File: config.mk
export PLATFORM = sky130hd
export DESIGN_NAME = rpt_msg_port
export DESIGN_NICKNAME = d
export VERILOG_FILES = /design/src/rtl/rpt_msg_pkg.sv /design/src/rtl/rpt_idbuf.sv /design/src/rtl/rpt_hshake.sv /design/src/rtl/rpt_tmbox.sv /design/src/rtl/rpt_msg_port.sv
export SDC_FILE = /design/constraint.sdc
export NUM_CORES = 1
export LEC_CHECK = 0
export BUFFER_PORTS_ARGS = -buffer_cell sky130_fd_sc_hd__buf_2
export CAP_MARGIN = 20
export CORE_MARGIN = 2
export CORE_UTILIZATION = 40
export CTS_CLUSTER_DIAMETER = 30
export DETAILED_ROUTE_END_ITERATION = 12
export PLACE_DENSITY = 0.57
export SLEW_MARGIN = 20
export SYNTH_ARGS = -nofsm -noshare
export SYNTH_HDL_FRONTEND = slang
export SYNTH_HIERARCHICAL = 1
export SYNTH_SLANG_ARGS = --single-unit
File: constraint.sdc
create_clock -name clk -period 3.2 [get_ports clk]
set_input_delay 0.64 -clock clk [delete_from_list [all_inputs] [get_ports clk]]
set_output_delay 0.64 -clock clk [all_outputs]
set_load 0.05 [all_outputs]
File: src/rtl/rpt_msg_pkg.sv
package rpt_msg_pkg;

    localparam int DEF_ID_BYTES = 5;
    localparam int DEF_MAX_IDS  = 31;
    localparam int TOPO_W       = 12;

    typedef enum logic [1:0] {
        RA_IDLIST = 2'd0,
        RA_TOPO   = 2'd1,
        RA_TYPE   = 2'd2,
        RA_MISC   = 2'd3
    } reg_addr_e;

    typedef struct packed {
        logic [2:0] depth;
        logic [4:0] dev_cnt;
        logic       max_devs;
        logic       max_casc;
        logic       rpt2_down;
        logic       legacy_down;
    } topo_t;

    localparam int VALID_BIT = 16;

    function automatic topo_t topo_from_word(input logic [31:0] w);
        return topo_t'(w[TOPO_W-1:0]);
    endfunction

    function automatic logic [31:0] topo_word(input topo_t t, input logic req,
                                              input logic rdy, input logic vld);
        return {13'd0, req, rdy | req, vld, 4'd0, t};
    endfunction

    function automatic logic [31:0] type_word(input logic flag, input logic [7:0] code);
        return {23'd0, flag, code};
    endfunction

    function automatic logic code_is_t1(input logic [7:0] code);
        return code != 8'd0;
    endfunction

endpackage

File: src/rtl/rpt_idbuf.sv
module rpt_idbuf #(
    parameter int DEPTH = 155,
    localparam int AW = $clog2(DEPTH),
    localparam int CW = $clog2(DEPTH + 1)
) (
    input  logic          clk,
    input  logic          rst,
    input  logic          wr_en,
    input  logic [7:0]    wr_byte,
    input  logic          blocked,
    input  logic          publish,
    input  logic [AW-1:0] rd_addr,
    output logic [7:0]    rd_byte,
    output logic [CW-1:0] fill,
    output logic [CW-1:0] len
);
    localparam logic [CW-1:0] FULL = CW'(DEPTH);

    logic [7:0]    mem [DEPTH];
    logic [CW-1:0] wptr_q;
    logic [CW-1:0] len_q;
    logic          accept;

    assign accept = wr_en && !blocked && (wptr_q < FULL);

    always_ff @(posedge clk) begin
        if (accept) begin
            mem[wptr_q[AW-1:0]] <= wr_byte;
        end
    end

    always_ff @(posedge clk) begin
        if (rst) begin
            wptr_q <= '0;
            len_q  <= '0;
        end else if (publish) begin
            len_q  <= wptr_q;
            wptr_q <= '0;
        end else if (accept) begin
            wptr_q <= wptr_q + 1'b1;
        end
    end

    always_comb begin
        if (CW'(rd_addr) < FULL) begin
            rd_byte = mem[rd_addr];
        end else begin
            rd_byte = 8'd0;
        end
    end

    assign fill = wptr_q;
    assign len  = len_q;

endmodule

File: src/rtl/rpt_hshake.sv
module rpt_hshake
    import rpt_msg_pkg::*;
(
    input  logic  clk,
    input  logic  rst,
    input  logic  host_wr,
    input  logic  host_set,
    input  topo_t host_topo,
    input  logic  consume,
    output logic  valid,
    output logic  publish,
    output topo_t topo
);
    logic  valid_q;
    topo_t topo_q;

    assign publish = host_wr && host_set && !valid_q;

    always_ff @(posedge clk) begin
        if (rst) begin
            valid_q <= 1'b0;
            topo_q  <= '0;
        end else begin
            if (host_wr && !valid_q) begin
                topo_q <= host_topo;
            end
            if (publish) begin
                valid_q <= 1'b1;
            end else if (valid_q && consume) begin
                valid_q <= 1'b0;
            end
        end
    end

    assign valid = valid_q;
    assign topo  = topo_q;

endmodule

File: src/rtl/rpt_tmbox.sv
module rpt_tmbox
    import rpt_msg_pkg::*;
(
    input  logic       clk,
    input  logic       rst,
    input  logic       stb,
    input  logic [7:0] code_in,
    input  logic       rd_clr,
    output logic       flag,
    output logic [7:0] code,
    output logic       is_t1
);
    logic       flag_q;
    logic [7:0] code_q;

    always_ff @(posedge clk) begin
        if (rst) begin
            flag_q <= 1'b0;
            code_q <= 8'd0;
        end else if (stb) begin
            flag_q <= 1'b1;
            code_q <= code_in;
        end else if (rd_clr) begin
            flag_q <= 1'b0;
        end
    end

    assign flag  = flag_q;
    assign code  = code_q;
    assign is_t1 = code_is_t1(code_q);

endmodule

File: src/rtl/rpt_msg_port.sv
module rpt_msg_port
    import rpt_msg_pkg::*;
#(
    parameter int ID_BYTES = DEF_ID_BYTES,
    parameter int MAX_IDS  = DEF_MAX_IDS,
    localparam int DEPTH = ID_BYTES * MAX_IDS,
    localparam int AW    = $clog2(DEPTH),
    localparam int CW    = $clog2(DEPTH + 1)
) (
    input  logic          clk,
    input  logic          rst,
    input  logic [1:0]    hst_addr,
    input  logic          hst_wr,
    input  logic [31:0]   hst_wdata,
    input  logic          hst_rd,
    output logic [31:0]   hst_rdata,
    input  logic          core_req,
    input  logic          core_rdy,
    input  logic          core_consume,
    input  logic [7:0]    core_type,
    input  logic          core_type_stb,
    input  logic [AW-1:0] core_id_raddr,
    output logic [7:0]    core_id_rdata,
    output logic [CW-1:0] core_id_len,
    output logic [TOPO_W-1:0] core_topo,
    output logic          core_list_valid,
    output logic          typ_is_t1,
    output logic          repeater_mode
);
    reg_addr_e   ra;
    logic        wr_ids, wr_topo, wr_misc, rd_type;
    logic        lst_valid, publish;
    topo_t       topo;
    logic [CW-1:0] byte_cnt;
    logic        type_flag;
    logic [7:0]  type_code;
    logic        rptr_q;
    logic [31:0] rmux;
    logic [31:0] rdata_q;

    assign ra      = reg_addr_e'(hst_addr);
    assign wr_ids  = hst_wr && (ra == RA_IDLIST);
    assign wr_topo = hst_wr && (ra == RA_TOPO);
    assign wr_misc = hst_wr && (ra == RA_MISC);
    assign rd_type = hst_rd && (ra == RA_TYPE);

    rpt_idbuf #(.DEPTH(DEPTH)) u_buf (
        .clk     (clk),
        .rst     (rst),
        .wr_en   (wr_ids),
        .wr_byte (hst_wdata[7:0]),
        .blocked (lst_valid),
        .publish (publish),
        .rd_addr (core_id_raddr),
        .rd_byte (core_id_rdata),
        .fill    (byte_cnt),
        .len     (core_id_len)
    );

    rpt_hshake u_hs (
        .clk       (clk),
        .rst       (rst),
        .host_wr   (wr_topo),
        .host_set  (hst_wdata[VALID_BIT]),
        .host_topo (topo_from_word(hst_wdata)),
        .consume   (core_consume),
        .valid     (lst_valid),
        .publish   (publish),
        .topo      (topo)
    );

    rpt_tmbox u_mb (
        .clk     (clk),
        .rst     (rst),
        .stb     (core_type_stb),
        .code_in (core_type),
        .rd_clr  (rd_type),
        .flag    (type_flag),
        .code    (type_code),
        .is_t1   (typ_is_t1)
    );

    always_ff @(posedge clk) begin
        if (rst) begin
            rptr_q <= 1'b0;
        end else if (wr_misc) begin
            rptr_q <= hst_wdata[0];
        end
    end

    always_comb begin
        unique case (ra)
            RA_IDLIST: rmux = 32'd0;
            RA_TOPO:   rmux = topo_word(topo, core_req, core_rdy, lst_valid);
            RA_TYPE:   rmux = type_word(type_flag, type_code);
            RA_MISC:   rmux = {31'd0, rptr_q};
            default:   rmux = 32'd0;
        endcase
    end

    always_ff @(posedge clk) begin
        if (rst) begin
            rdata_q <= 32'd0;
        end else if (hst_rd) begin
            rdata_q <= rmux;
        end
    end

    assign hst_rdata       = rdata_q;
    assign core_topo       = topo;
    assign core_list_valid = lst_valid;
    assign repeater_mode   = rptr_q;

endmodule

==> flow_metrics.tcl, run 1 <==
set metrics [dict create \
    syn_avg_cell_area_sq_um 19.7 \
    gp_congestion 0.887 \
    rr_endpoint "u_buf/mem[129][1]" \
    slew_headroom 0.338 \
    vdd_ir_drop_max_uv 554 \
    setup_violations 8 \
    start_kind "register" \
    fin_crit_ps 3740 \
    cts_made_buffers 221 \
    synth-seq-cells 1294 \
    row_count 131 \
    synth_most_common_cell "edfxtp_1" \
    cp_max_fo 1 \
    rsz0062_at_grt "true" \
    clockBufferDepth 3 \
    power_leakage_nw 22.1 \
    min_delay_path_depth 3 \
    die_w_microns 362 \
    synth_commonest_cells "edfxtp_1 (1240), mux4_2 (269), nor2_1 (222)" \
    placed_area_sq_um 56500 \
    utilization 0.507 \
    p_int_mw 33.8 \
    tightest_slew_ps 991 \
    cp_data_required_time_ps 2560 \
    hpwl_mm 86.8 \
    post_cts_hold_buffer_count 0 \
    wire_per_inst_microns 26.8 \
    htree_levels 4 \
    hp-class "in -> reg" \
    worstRegToRegCells 8 \
    final_cells 5029 \
    pwr-share-clk 0.523 \
    violations "setup timing" \
    finalNetCount 3236 \
    drc_errors 0 \
    dr.first_iter.drc_count 2743 \
    finalClockSkew_ps 23.4 \
    fmaxAchievable_ghz 0.267 \
    overflow 0 \
    synth.top_cell.area_share 0.728 \
    finalCritPeriodShare 1.17 \
    port_buffers 84 \
    ys_types 72 \
    core_area_sq_um 127000 \
    hp-start "core_type[5]" \
    cap_viol_max_count 0 \
    fp.dieArea_sq_um 131000 \
    arrival_ps 3100 \
    powerDensity_nw_per_um2 678 \
    cts_root_buf "clkbuf_16" \
    critical_path_class "reg -> out" \
    combPwrFrac 0.051 \
    setup_ws_ps -540 \
    vias_per_cell 5.49 \
    status "finished with violations" \
    grt_max_degree 92 \
    r2r_start "u_buf/fill[5]" \
    setup_tns_ps -3680 \
    syn_inst 2589 \
    worstSkewPairLatency_ps 800 \
    design_area_sq_um 64500 \
    ys.flop_type "edfxtp_1" \
    drive_gt1_frac 0.372 \
    gr-usage-all-layers 0.208 \
    io_pins 121 \
    yosys.area.top_type "edfxtp_1" \
    r2r_setup_slack_ps 800 \
    grt_pass1_vias 28575 \
    totalPowerFinal_mw 43.7 \
    cts_tree "built" \
    num_vias 27591 \
    syn-cell-area_sq_um 51100 \
    seqPwrFrac 0.425 \
    p_sw_frac 0.226 \
    p_sw_mw 9.89 \
    hold_viol_final 0 \
    whs_endpoint "u_mb/code[5]" \
    final.fill_count 10172 \
    grt_first_pass_wirelength_mm 197 \
    syn_to_final_growth_pct 26.1 \
    yosys_warnings 6 \
    synth.area.top_cells "edfxtp_1 (73%), mux4_2 (12%), mux2i_1 (3.8%), dfxtp_1 (2.1%), nor2_1 (1.6%)" \
    wl_mm 135 \
    dp_cells 4610 \
    cts_sinks 1294 \
    synth_seq_area_share 0.749 \
    initial_utilization 0.402 \
    antenna_found_initial 5 \
    die_h_microns 362 \
    synth_edf_count 1240 \
    ant_nets 0 \
    final-max-slew-violation-count 0 \
    dr.pass1.iters 5 \
    crit_path_end_kind "output port" \
    async_flop_share 0 \
    clkTransAtPathRegs_ps 60 \
]
==> kinds of logic (layout without fill, tap and decap cells) <==
logic type,after synthesis,after routing,synth area share
buf+inv,178,937,0.0208
simple gates,421,421,0.0383
other cells,1,20,0.0000733
mux,474,474,0.159
fa+ha+maj,4,4,0.000979
flops,1294,1294,0.749
compound gates,212,212,0.0307
xor+xnor,5,5,0.000857
==> worst max-delay path: stages, from the launching register on <==
cell and delay (ps):
edfxtp_1 360, mux4_2 490, mux4_2 540, nor2_2 120, a31o_2 160, o2111a_2 330
o22ai_4 100, buf_6 180
==> metrics by stage <==
step	hold slack, ps	setup slack (ps)
2_1_floorplan	449	-193
3_3_place_gp	454	-937
5_1_grt	76.8	-592
3_5_place_dp	464	-941
4_1_cts	50.5	-550
6_report	98.2	-540
==> power groups by stage <==
stage               combinational [mW]  sequential (mW)  clock (mW)
global placement                  2.10             18.9           0
detailed placement                2.13             18.9           0
global route                      2.37             18.6        24.0
finish                            2.25             18.6        22.9
CTS                               2.24             18.6        23.2
floorplan                         1.07             19.0           0
==> layout make-up <==
cell class                      count  area, sq um  area share
Antenna cell                        3         7.51    0.000116
Clock buffer                      240         5690      0.0882
Clock inverter                    173         1690      0.0263
Inverter                            7         26.3    0.000408
Multi-Input combinational cell   1133        12200       0.188
Sequential cell                  1294        38300       0.594
Tap cell                         1662         2080      0.0323
Timing Repair Buffer              517         4510      0.0700
==> cell usage in the layout (no fill, tap or decap), types with 54 or more instances in the layout <==
master / count
edfxtp_1: 1240
buf_4: 383
mux4_2: 269
clkbuf_16: 226
nor2_1: 218
mux2i_1: 192
nand2_1: 89
buf_2: 64
dfxtp_1: 54
==> state kept, by name (all words and copies together), names as in the netlist <==
signal         flops
repeater_mode      1
u_buf/len          8
u_hs/valid         1
hst_rdata         15
u_buf/fill         8
u_mb/flag          1
u_hs/topo         12
u_mb/code          8
u_buf/mem       1240
==> worst max-delay path by stage <==
stage	from	slack (ps)	endpoint
after floorplan	core_id_raddr[0]	-190	core_id_rdata[2]
after global placement	core_id_raddr[0]	-940	core_id_rdata[0]
after detailed placement	core_id_raddr[0]	-940	core_id_rdata[0]
after CTS	u_buf/mem[31][6]	-550	core_id_rdata[6]
after global routing	u_buf/mem[31][6]	-590	core_id_rdata[6]
final	u_buf/mem[31][6]	-540	core_id_rdata[6]
==> layer usage <==
layer	wire, microns	global-route usage	vias to the layer above
met3	10600	0.0536	211
met2	65000	0.333	1073
met5	35	0	-
li1	-	-	11805
met1	55800	0.280	14496
met4	3250	0.0623	6
==> repair_timing <==
item | CTS | global route
resized for setup | 84 | 31
buffers inserted | 3 | 0
cloned | 3 | 1
endpoints found under the setup margin | 8 | 8
pin swaps | 12 | 9
(Power assumes the default switching activity.)
==> inputs of run 2 (changes only) <==
- RECOVER_POWER: not set -> 50
- SETUP_SLACK_MARGIN: not set -> 0.15
==> run 2 against run 1 <==
Compared with the run above: the flow finishes with violations (capacitance limit, slew limit, setup timing); non-clock buffer count is 47 higher; hold slack worse by 11 ps; flip-flop and latch count stayed put; register-to-register slack hardly changed; sequential power hardly changed; critical endpoint is now core_id_rdata[1]; largest cell class unchanged.
==> flow_metrics.tcl, run 2 (synthesized netlist as in run 1, its figures left out) <==
set metrics [dict create \
    gp_congestion 0.874 \
    htree_levels 4 \
    wl_mm 136 \
    initial_utilization 0.402 \
    r2r_start "u_buf/fill[5]" \
    critical_path_class "reg -> out" \
    rsz0062_at_grt "true" \
    grt_first_pass_wirelength_mm 198 \
    finalCritPeriodShare 1.16 \
    core_area_sq_um 127000 \
    final.fill_count 10165 \
    drive_gt1_frac 0.382 \
    io_pins 121 \
    worstSkewPairLatency_ps 800 \
    crit_buf_inv 2 \
    clockBufferDepth 3 \
    cap_viol_max_count 10 \
    die_w_microns 362 \
    arrival_ps 3090 \
    final_cell_mix "edfxtp_1 (1240), buf_4 (411), mux4_2 (269)" \
    status "finished with violations" \
    whs_ps 87.6 \
    fp.dieArea_sq_um 131000 \
    num_vias 27863 \
    row_count 131 \
    power_leakage_nw 22.5 \
    start_kind "register" \
    hpwl_mm 87.6 \
    crit_cells 8 \
    cts_tree "built" \
    crit_path_end_kind "output port" \
    tightest_slew_ps 2890 \
    vdd_ir_drop_max_uv 483 \
    finalClockSkew_ps 28.3 \
    die_h_microns 362 \
    overflow 0 \
    dr.first_iter.drc_count 2985 \
    finalNetCount 3295 \
    hold_viol_final 0 \
    setup_ws_ps -525 \
    grt_max_degree 89 \
    cp_data_required_time_ps 2560 \
    worstRegToRegCells 7 \
    antenna_found_initial 4 \
    fmaxAchievable_ghz 0.268 \
    vias_per_cell 5.46 \
    gr-usage-all-layers 0.208 \
    setup_tns_ps -3730 \
    violations "capacitance limit, slew limit, setup timing" \
    cts_made_buffers 233 \
    crit_path_end "core_id_rdata[1]" \
    cts_sinks 1294 \
    largest_reg_flops 1240 \
    grt_pass1_vias 28766 \
    fin_crit_ps 3730 \
    cp_max_fo 1 \
    slowest_delay_ps 490 \
    drc_errors 0 \
    rr_endpoint "u_buf/mem[77][6]" \
    cts_root_buf "clkbuf_16" \
    setup_violations 8 \
    crit_start "u_buf/mem[107][1]" \
    multi_input_area_sq_um 12200 \
    wire_per_inst_microns 26.7 \
    final-max-slew-violation-count 572 \
    dr.pass1.iters 5 \
    worstPathCellList "mux4_2 -> mux2i_2 -> nor2_1 -> a311oi_2 -> buf_4 -> o2111a_2 -> o22ai_4 -> buf_6" \
    layout_commonest_cell "edfxtp_1" \
    clkTransAtPathRegs_ps 50 \
    port_buffers 84 \
    ant_nets 0 \
    hp-class "in -> reg" \
    post_cts_hold_buffer_count 0 \
    regArea_sq_um 38300 \
    r2r_setup_slack_ps 790 \
    powerDensity_nw_per_um2 703 \
    cp_slowest_cell "mux4_2" \
    slew_headroom -0.927 \
    syn_to_final_growth_pct 28.2 \
    cp_top_family "multiplexers" \
]
run 2: through the flow:
stage                     setup slack (ps)  instances  power, mW  utilization  instance area, sq um
after floorplan                       -166       2605       20.1            -                 51300
after global placement               -1060       4635       21.1        0.445                 56600
after detailed placement              -996       4635       21.1        0.445                 56600
after CTS                             -585       5087       46.4        0.515                 65500
after global routing                  -594       5098       47.4        0.515                 65500
final                                 -525       5100       46.1        0.515                 65500
run 2: tightest hold or removal path: stages:
cell and delay (ps):
buf_2 80, mux2i_1 50, nor2_1 70
run 2: what timing repair did:
action | 4_1_cts | 5_1_grt
cloned | 4 | 2
resized for setup | 103 | 38
hold endpoints to repair | 0 | 0
setup endpoints to repair | 8 | 8
buffers inserted | 10 | 9
pin swaps | 14 | 15
run 2: layout make-up:
type | count | share of cell area
clock inverter | 191 | 0.0342
sequential | 1294 | 0.585
inverter | 7 | 0.000401
tap | 1662 | 0.0317
multi-input combinational | 1133 | 0.186
timing repair buffer | 564 | 0.0721
clock buffer | 247 | 0.0907
antenna | 2 | 0.0000764
run 2: report_power, final:
group	switching [mW]	leakage [nW]	internal (mW)	total, mW
sequential	0.0176	11.6	18.6	18.6
combinational	1.38	7.02	0.945	2.32
clock	8.75	3.93	16.4	25.1
run 2: how the worst min path moves through the flow:
stage / endpoint / depth (start not counted) / start
2_1_floorplan: u_mb/flag / 2 / u_mb/flag
3_3_place_gp: hst_rdata[16] / 2 / hst_rdata[16]
3_5_place_dp: hst_rdata[17] / 2 / hst_rdata[17]
4_1_cts: u_mb/code[5] / 3 / core_type[5]
5_1_grt: u_mb/code[5] / 3 / core_type[5]
6_report: u_mb/code[7] / 3 / core_type[7]
run 2: layer usage:
layer | GRT usage | routed length (microns) | vias up
met1 | 0.290 | 57600 | 14595
met3 | 0.0375 | 9890 | 228
met4 | 0.0633 | 3400 | 4
li1 | - | - | 11929
met2 | 0.333 | 65300 | 1107
met5 | 0 | 19 | -
==> inputs of run 3 (changes only) <==
- BUFFER_PORTS_ARGS: -buffer_cell sky130_fd_sc_hd__buf_2 -> -buffer_cell sky130_fd_sc_hd__clkbuf_2
==> run 3 against run 2 <==
Compared with the run above: the flow still finishes with violations (capacitance limit, slew limit, setup timing); count of clock-buffer cells in the layout increased by 12; sequential share of layout area shrank 0.12 points; clock power is 2% higher; die area unchanged; wire length up 0.67%; critical path type is now in -> out; critical endpoint unchanged.
==> flow_metrics.tcl, run 3 (synthesized netlist as in run 1, its figures left out) <==
set metrics [dict create \
    finalClockSkew_ps 47.2 \
    drive_gt1_frac 0.377 \
    pre_cts_ws_ps -975 \
    worstSkewPairLatency_ps 830 \
    cts_sinks 1294 \
    cts_root_buf "clkbuf_16" \
    final.fill_count 10157 \
    hpwl_mm 89.6 \
    core_area_sq_um 127000 \
    dr.first_iter.drc_count 2621 \
    final_cell_mix "edfxtp_1 (1240), buf_4 (424), mux4_2 (269)" \
    cts_made_buffers 236 \
    violations "capacitance limit, slew limit, setup timing" \
    htree_levels 4 \
    drc_errors 0 \
    wl_mm 137 \
    largest_reg_flops 1240 \
    crit_path_end_kind "output port" \
    setup_ws_ps -555 \
    arrival_ps 3120 \
    gr-usage-all-layers 0.211 \
    setup_violations 8 \
    row_count 131 \
    whs_ps 57.4 \
    cp_max_fo 9 \
    status "finished with violations" \
    critical_path_class "in -> out" \
    cts_tree "built" \
    die_w_microns 362 \
    die_h_microns 362 \
    grt_max_degree 79 \
    grt_first_pass_wirelength_mm 200 \
    rsz0062_at_grt "true" \
    finalCritPeriodShare 1.17 \
    powerDensity_nw_per_um2 710 \
    fin_crit_ps 3760 \
    gp_congestion 0.877 \
    overflow 0 \
    slew_headroom -0.698 \
    fp.dieArea_sq_um 131000 \
    clkTransAtPathRegs_ps 50 \
    regArea_sq_um 38300 \
    tightest_slew_ps 2550 \
    vias_per_cell 5.49 \
    start_kind "input pin" \
    dr.pass1.iters 5 \
    multi_input_area_sq_um 12000 \
    initial_utilization 0.402 \
    hold_viol_final 0 \
    vdd_ir_drop_max_uv 534 \
    wire_per_inst_microns 26.7 \
    final-max-slew-violation-count 464 \
    antenna_found_initial 1 \
    cap_viol_max_count 11 \
    hp-class "in -> reg" \
    power_leakage_nw 22.7 \
    ant_nets 0 \
    num_vias 28125 \
    grt_pass1_vias 29108 \
    layout_commonest_cell "edfxtp_1" \
    cp_data_required_time_ps 2560 \
    io_pins 121 \
    fmaxAchievable_ghz 0.266 \
    finalNetCount 3314 \
    port_buffers 84 \
    syn_to_final_growth_pct 28.5 \
    clockBufferDepth 3 \
]
==> run 3: cell types whose count changed in the layout (fill, tap and decap cells not counted), sizes merged <==
cell,previous run,this run
inv,46,51
diode,2,1
clkinv,88,90
clkbuf,279,353
clkinvlp,30,18
bufinv,34,36
dlygate4sd3,0,1
bufbuf,2,1
buf,530,484
==> run 3: final timing paths <==
| path | start | endpoint | slack (ps) | cells after the start |
|---|---|---|---|---|
| setup / recovery | core_id_raddr[0] | core_id_rdata[1] | -560 | 12 |
| setup reg to reg | u_buf/fill[6] | u_buf/mem[105][7] | 510 | 9 |
| hold reg to reg | hst_rdata[11] | hst_rdata[11] | 470 | 2 |
| hold / removal | core_type[7] | u_mb/code[7] | 60 | 3 |
==> run 3: through the flow <==
stage	total power, mW	std cells	utilization	setup TNS [ps]	instance area (sq um)
floorplan	20.1	2605	-	-876	51300
global placement	21.1	4648	0.447	-6610	56900
detailed placement	21.1	4648	0.447	-6590	56900
CTS	46.9	5111	0.517	-4310	65700
global route	47.9	5123	0.516	-25560	65700
finish	46.6	5124	0.516	-4090	65700
==> run 3: report_power, final <==
group          internal, mW  leakage [nW]  switching, mW
Sequential             18.6          11.6         0.0184
Combinational         0.944          7.09           1.37
Clock                  16.8          4.05           8.90
==> run 3: cell type report <==
class                      count  share of cell area
antenna                        1           0.0000381
clock buffer                 259              0.0927
clock inverter               188              0.0348
inverter                       7            0.000400
multi-input combinational   1133               0.183
sequential                  1294               0.583
tap                         1662              0.0317
timing repair buffer         580              0.0737
==> run 3: what timing repair did <==
item                                    CTS  global route
endpoints found under the setup margin    8             8
hold buffers                              1             0
setup buffers                            13            11
pin swaps                                12             6
endpoints found under the hold margin     1             0
cloned                                    2             1
gates resized for setup                  61            25
==> run 3: worst max-delay path, cell delays in order <==
cell and delay, ps:
buf_16 160, buf_12 150, buf_16 140, buf_4 150, mux4_2 510, mux2i_1 230
nor2_1 70, o2111ai_1 260, buf_4 200, o2111a_1 250, o22ai_4 130, buf_12 180
==> run 3: routing by layer <==
layer,GRT usage,up-vias,part of all wire
li1,-,11964,-
met4,0.0653,0,0.025
met1,0.287,14853,0.42
met5,0,-,0
met2,0.340,1112,0.48
met3,0.0434,196,0.070
